$ cat config.mk
export PLATFORM = sky130hd
export DESIGN_NAME = ras_scanout_tree
export DESIGN_NICKNAME = d
export VERILOG_FILES = /design/src/rtl/ras_so_pkg.sv /design/src/rtl/ras_so_macrocell.sv /design/src/rtl/ras_so_level.sv /design/src/rtl/ras_scanout_tree.sv
export SDC_FILE = /design/constraint.sdc
export NUM_CORES = 1
export LEC_CHECK = 0
export ABC_AREA = 0
export BUFFER_PORTS_ARGS = -buffer_cell sky130_fd_sc_hd__buf_2
export CORE_AREA = 2 2 39 41
export DETAILED_ROUTE_END_ITERATION = 8
export DIE_AREA = 0 0 41 43
export PLACE_DENSITY_LB_ADDON = 0.08
export SLEW_MARGIN = 20
export SYNTH_ARGS = -nofsm -noshare
export SYNTH_HDL_FRONTEND = slang
export SYNTH_HIERARCHICAL = 1
export SYNTH_SLANG_ARGS = --single-unit
$ cat constraint.sdc
create_clock -name clk -period 1.5 [get_ports clk]
set_input_delay 0.075 -clock clk [delete_from_list [all_inputs] [get_ports clk]]
set_output_delay 0.075 -clock clk [all_outputs]
set_load 0.05 [all_outputs]
$ cat src/rtl/ras_so_pkg.sv
package ras_so_pkg;
  localparam int FANIN = 4;
  localparam int FANIN_LOG2 = 2;

  function automatic int cells_for(input int levels);
    return 1 << (FANIN_LOG2 * levels);
  endfunction
endpackage

$ cat src/rtl/ras_so_macrocell.sv
module ras_so_macrocell #(
  parameter bit PIPE = 1'b1
) (
  input  logic       clk,
  input  logic       rst_n,
  input  logic [3:0] din,
  input  logic [3:0] cin,
  output logic       dout,
  output logic       cout
) ;
  logic d_next;
  logic c_next;

  // Gate each bit by its select line, so an unselected cell contributes 0.
  assign d_next = |(din & cin);
  assign c_next = |cin;

  generate
    if (PIPE) begin : g_reg
      logic d_q;
      logic c_q;
      always_ff @(posedge clk or negedge rst_n) begin
        if (!rst_n) begin
          d_q <= 1'b0;
          c_q <= 1'b0;
        end else begin
          d_q <= d_next;
          c_q <= c_next;
        end
      end
      assign dout = d_q;
      assign cout = c_q;
    end else begin : g_comb
      assign dout = d_next;
      assign cout = c_next;
    end
  endgenerate
endmodule

$ cat src/rtl/ras_so_level.sv
module ras_so_level #(
  parameter int  IN_CNT = 16,
  parameter bit  PIPE   = 1'b1
) (
  input  logic                 clk,
  input  logic                 rst_n,
  input  logic [IN_CNT-1:0]    din,
  input  logic [IN_CNT-1:0]    cin,
  output logic [IN_CNT/4-1:0]  dout,
  output logic [IN_CNT/4-1:0]  cout
);
  localparam int GROUPS = IN_CNT / ras_so_pkg::FANIN;

  for (genvar g = 0; g < GROUPS; g++) begin : g_mc
    ras_so_macrocell #(.PIPE(PIPE)) u_mc (
      .clk  (clk),
      .rst_n(rst_n),
      .din  (din[g*4 +: 4]),
      .cin  (cin[g*4 +: 4]),
      .dout (dout[g]),
      .cout (cout[g])
    );
  end
endmodule

$ cat src/rtl/ras_scanout_tree.sv
module ras_scanout_tree #(
  parameter int LEVELS = 2,
  parameter bit PIPE   = 1'b1,
  localparam int NCELL = ras_so_pkg::cells_for(LEVELS)
) (
  input  logic             clk,
  input  logic             rst_n,
  input  logic [NCELL-1:0] cell_data,
  input  logic [NCELL-1:0] cell_sel,
  output logic             scan_out,
  output logic             scan_valid
);
  // One vector per stage. Stage l carries NCELL >> (2*l) live entries.
  logic [NCELL-1:0] st_d [LEVELS+1];
  logic [NCELL-1:0] st_c [LEVELS+1];

  assign st_d[0] = cell_data;
  assign st_c[0] = cell_sel;

  for (genvar l = 0; l < LEVELS; l++) begin : g_lvl
    localparam int W_IN  = NCELL >> (ras_so_pkg::FANIN_LOG2 * l);
    localparam int W_OUT = W_IN / ras_so_pkg::FANIN;

    ras_so_level #(.IN_CNT(W_IN), .PIPE(PIPE)) u_level (
      .clk  (clk),
      .rst_n(rst_n),
      .din  (st_d[l][W_IN-1:0]),
      .cin  (st_c[l][W_IN-1:0]),
      .dout (st_d[l+1][W_OUT-1:0]),
      .cout (st_c[l+1][W_OUT-1:0])
    );

    if (W_OUT < NCELL) begin : g_pad
      assign st_d[l+1][NCELL-1:W_OUT] = '0;
      assign st_c[l+1][NCELL-1:W_OUT] = '0;
    end
  end

  assign scan_out   = st_d[LEVELS][0];
  assign scan_valid = st_c[LEVELS][0];
endmodule

==> reports/metrics.yaml <==
sta:
  final.min_clock_period_ns: 1.01
  fin_skew_ns: 0.00208
  fin_crit_sh: 0.673
  rsz0062_at_grt: "false"
  max_freq_mhz: 991
  whs_ns: 0.0180
  hold_viol_final: 0
  worstMarginPinSlew_ns: 0.249
  fin_setup_tns_ns: 0
  setup-violations-final: 0
  slew_headroom: 0.835
  finalMaxSlewViolations: 0
cells_and_area:
  nNetsFinal: 105
  final_core_util: 0.450
  instances_no_fill: 86
  layout-drive-gt1-share: 0.557
  fin_area_um2: 623
  areaGrowthSynthToFinish_pct: 63.3
  antenna_cells: 0
logic_synthesis:
  synth-edff-count: 0
  async_flop_share: 1.00
  syn-cell-area_um2: 382
  synth-seq-cells: 10
  yosys.area.top_type: "dfrtp_1"
  synth_area_per_cell_um2: 12.7
  synth_top_area_share: 0.656
  ys_top_cells_by_area: "dfrtp_1 (66%), a22oi_1 (20%), or4_1 (9.8%), nand2_1 (4.9%)"
  synth_cell_types: 4
  syn-num-nets: 64
  syn_inst: 30
  yosysSeqAreaShare: 0.656
  ys.flop_type: "dfrtp_1"
  yosys_warnings: 6
  synth_commonest_cells: "a22oi_1 (10), dfrtp_1 (10), nand2_1 (5), or4_1 (5)"
drt:
  drtAntennaViolNets: 0
  highest_layer: "met3"
  dr.pass1.iters: 4
  met3WireLength_um: 81
  wl_per_cell_um: 8.98
  vias: 396
  dr_wl_met2_um: 376
  wl_met1_um: 314
  drc: 0
  drtIter0Drc: 7
  routed_wl_um: 772
  viasPerCell: 4.60
worst_setup_path:
  path_depth: 1
  critical_path_arrival_ns: 1.14
  crit_family: "simple AND/OR/NAND/NOR gates"
  crit_slowest_cell: "or4_1"
  r2r_start: "g_lvl[0].u_level/g_mc[2].u_mc/cout$_DFF_PN0_"
  max_stage_delay_ns: 0.51
  start_kind: "flop"
  critPathRequiredTime_ns: 1.63
  worstSetupPathType: "flop to flop"
  endpoint_kind: "flop"
  rrSetupSlack_ns: 0.49
  r2r-end: "g_lvl[1].u_level/g_mc[0].u_mc/cout$_DFF_PN0_"
  rr_worst_depth: 1
  crit_path_max_fanout: 2
  path_cells: "or4_1"
  critPathBufInv: 0
grt:
  grt_pass1_vias: 341
  antenna_found_initial: 0
  grt_usage: 0.119
  overflow: 0
  grt_max_degree: 11
  grt_pass1_wl_um: 1410
clocking:
  ctsRootBufferMaster: "clkbuf_4"
  cts_made_buffers: 3
  clkSinkCount: 10
  clockBufferDepth: 2
  htreeDepth: 1
  insertion_delay_ns: 0.26
  clkTransAtPathRegs_ns: 0.06
  cts_tree: "built"
  post_cts_buffers: 0
hold_path:
  holdPathStages: 2
  hp-class: "primary input to flop"
  min_to: "g_lvl[0].u_level/g_mc[2].u_mc/cout$_DFF_PN0_"
  min_from: "cell_sel[8]"
floorplanning:
  die_h_um: 43
  core_um2: 1380
  die_w_um: 41
  io_pins: 36
  start_util: 0.276
  die-area_um2: 1760
  rows: 14
place:
  dp_hpwl_um: 652
  io_buffers: 35
  place_inst: 81
  gp_congestion: 0.597
  dpl-instance-area_um2: 577
power_and_ir_drop:
  vdd_drop_max_v: 0.000367
  p_per_area_nw_per_um2: 957
  leakage_nw: 0.298
status:
  status: "finished, final reports clean"
job:
  maxCapViolations: 0
==> where the power goes <==
group	switching (mW)	total [mW]	internal, mW
registers	0.00404	0.286	0.282
clock network	0.0892	0.236	0.147
logic	0.0293	0.0741	0.0449
==> state kept, by name (all words and copies together) (netlist names) <==
name,cells
g_lvl.u_level/g_mc.u_mc/dout,5
g_lvl.u_level/g_mc.u_mc/cout,5
==> layout by cell type, fill, tap and decap left out, drive strengths merged <==
master,instances
buf,35
a22oi,10
dfrtp,10
nand2,5
or4,5
clkbuf,4
dlygate4sd3,1
==> final cells by class <==
| class | count | area, µm² |
|---|---|---|
| fill | 144 | 761 |
| sequential | 10 | 250 |
| multi-input combinational | 20 | 131 |
| tap | 16 | 20.0 |
| timing repair buffer | 36 | 185 |
| clock buffer | 4 | 36.3 |
==> how the worst max path moves through the flow <==
stage | from | endpoint | slack [ns]
floorplan | g_lvl[0].u_level/g_mc[2].u_mc/cout$_DFF_PN0_ | g_lvl[1].u_level/g_mc[0].u_mc/cout$_DFF_PN0_ | 0.52
global placement | g_lvl[0].u_level/g_mc[2].u_mc/cout$_DFF_PN0_ | g_lvl[1].u_level/g_mc[0].u_mc/cout$_DFF_PN0_ | 0.51
detailed placement | g_lvl[0].u_level/g_mc[2].u_mc/cout$_DFF_PN0_ | g_lvl[1].u_level/g_mc[0].u_mc/cout$_DFF_PN0_ | 0.50
CTS | g_lvl[0].u_level/g_mc[2].u_mc/cout$_DFF_PN0_ | g_lvl[1].u_level/g_mc[0].u_mc/cout$_DFF_PN0_ | 0.49
global route | g_lvl[0].u_level/g_mc[2].u_mc/cout$_DFF_PN0_ | g_lvl[1].u_level/g_mc[0].u_mc/cout$_DFF_PN0_ | 0.43
finish | g_lvl[0].u_level/g_mc[2].u_mc/cout$_DFF_PN0_ | g_lvl[1].u_level/g_mc[0].u_mc/cout$_DFF_PN0_ | 0.49
==> stage by stage <==
stage               power [mW]  setup slack (ns)
finish                   0.597             0.491
global route             0.645             0.428
CTS                      0.607             0.491
detailed placement       0.365             0.500
global placement         0.365             0.508
floorplan                0.311             0.520
==> per-layer routing <==
layer,vias to the layer above,GRT usage
met5,-,0
met4,0,0.0400
met3,0,0.0628
met2,22,0.166
met1,173,0.153
li1,201,-
==> repair_timing <==
action | 4_1_cts | 5_1_grt
hold buffers | 1 | 0
resized for setup | 0 | 0
endpoints found under the hold margin | 10 | 0
==> cells by family (layout without fill, tap and decap cells) <==
logic type      count (synthesis)  count (layout)  synth area share
buf+inv                         0              40                 0
compound gates                 10              10             0.197
flops                          10              10             0.656
simple gates                   10              10             0.148
(Power assumes the default switching activity.)
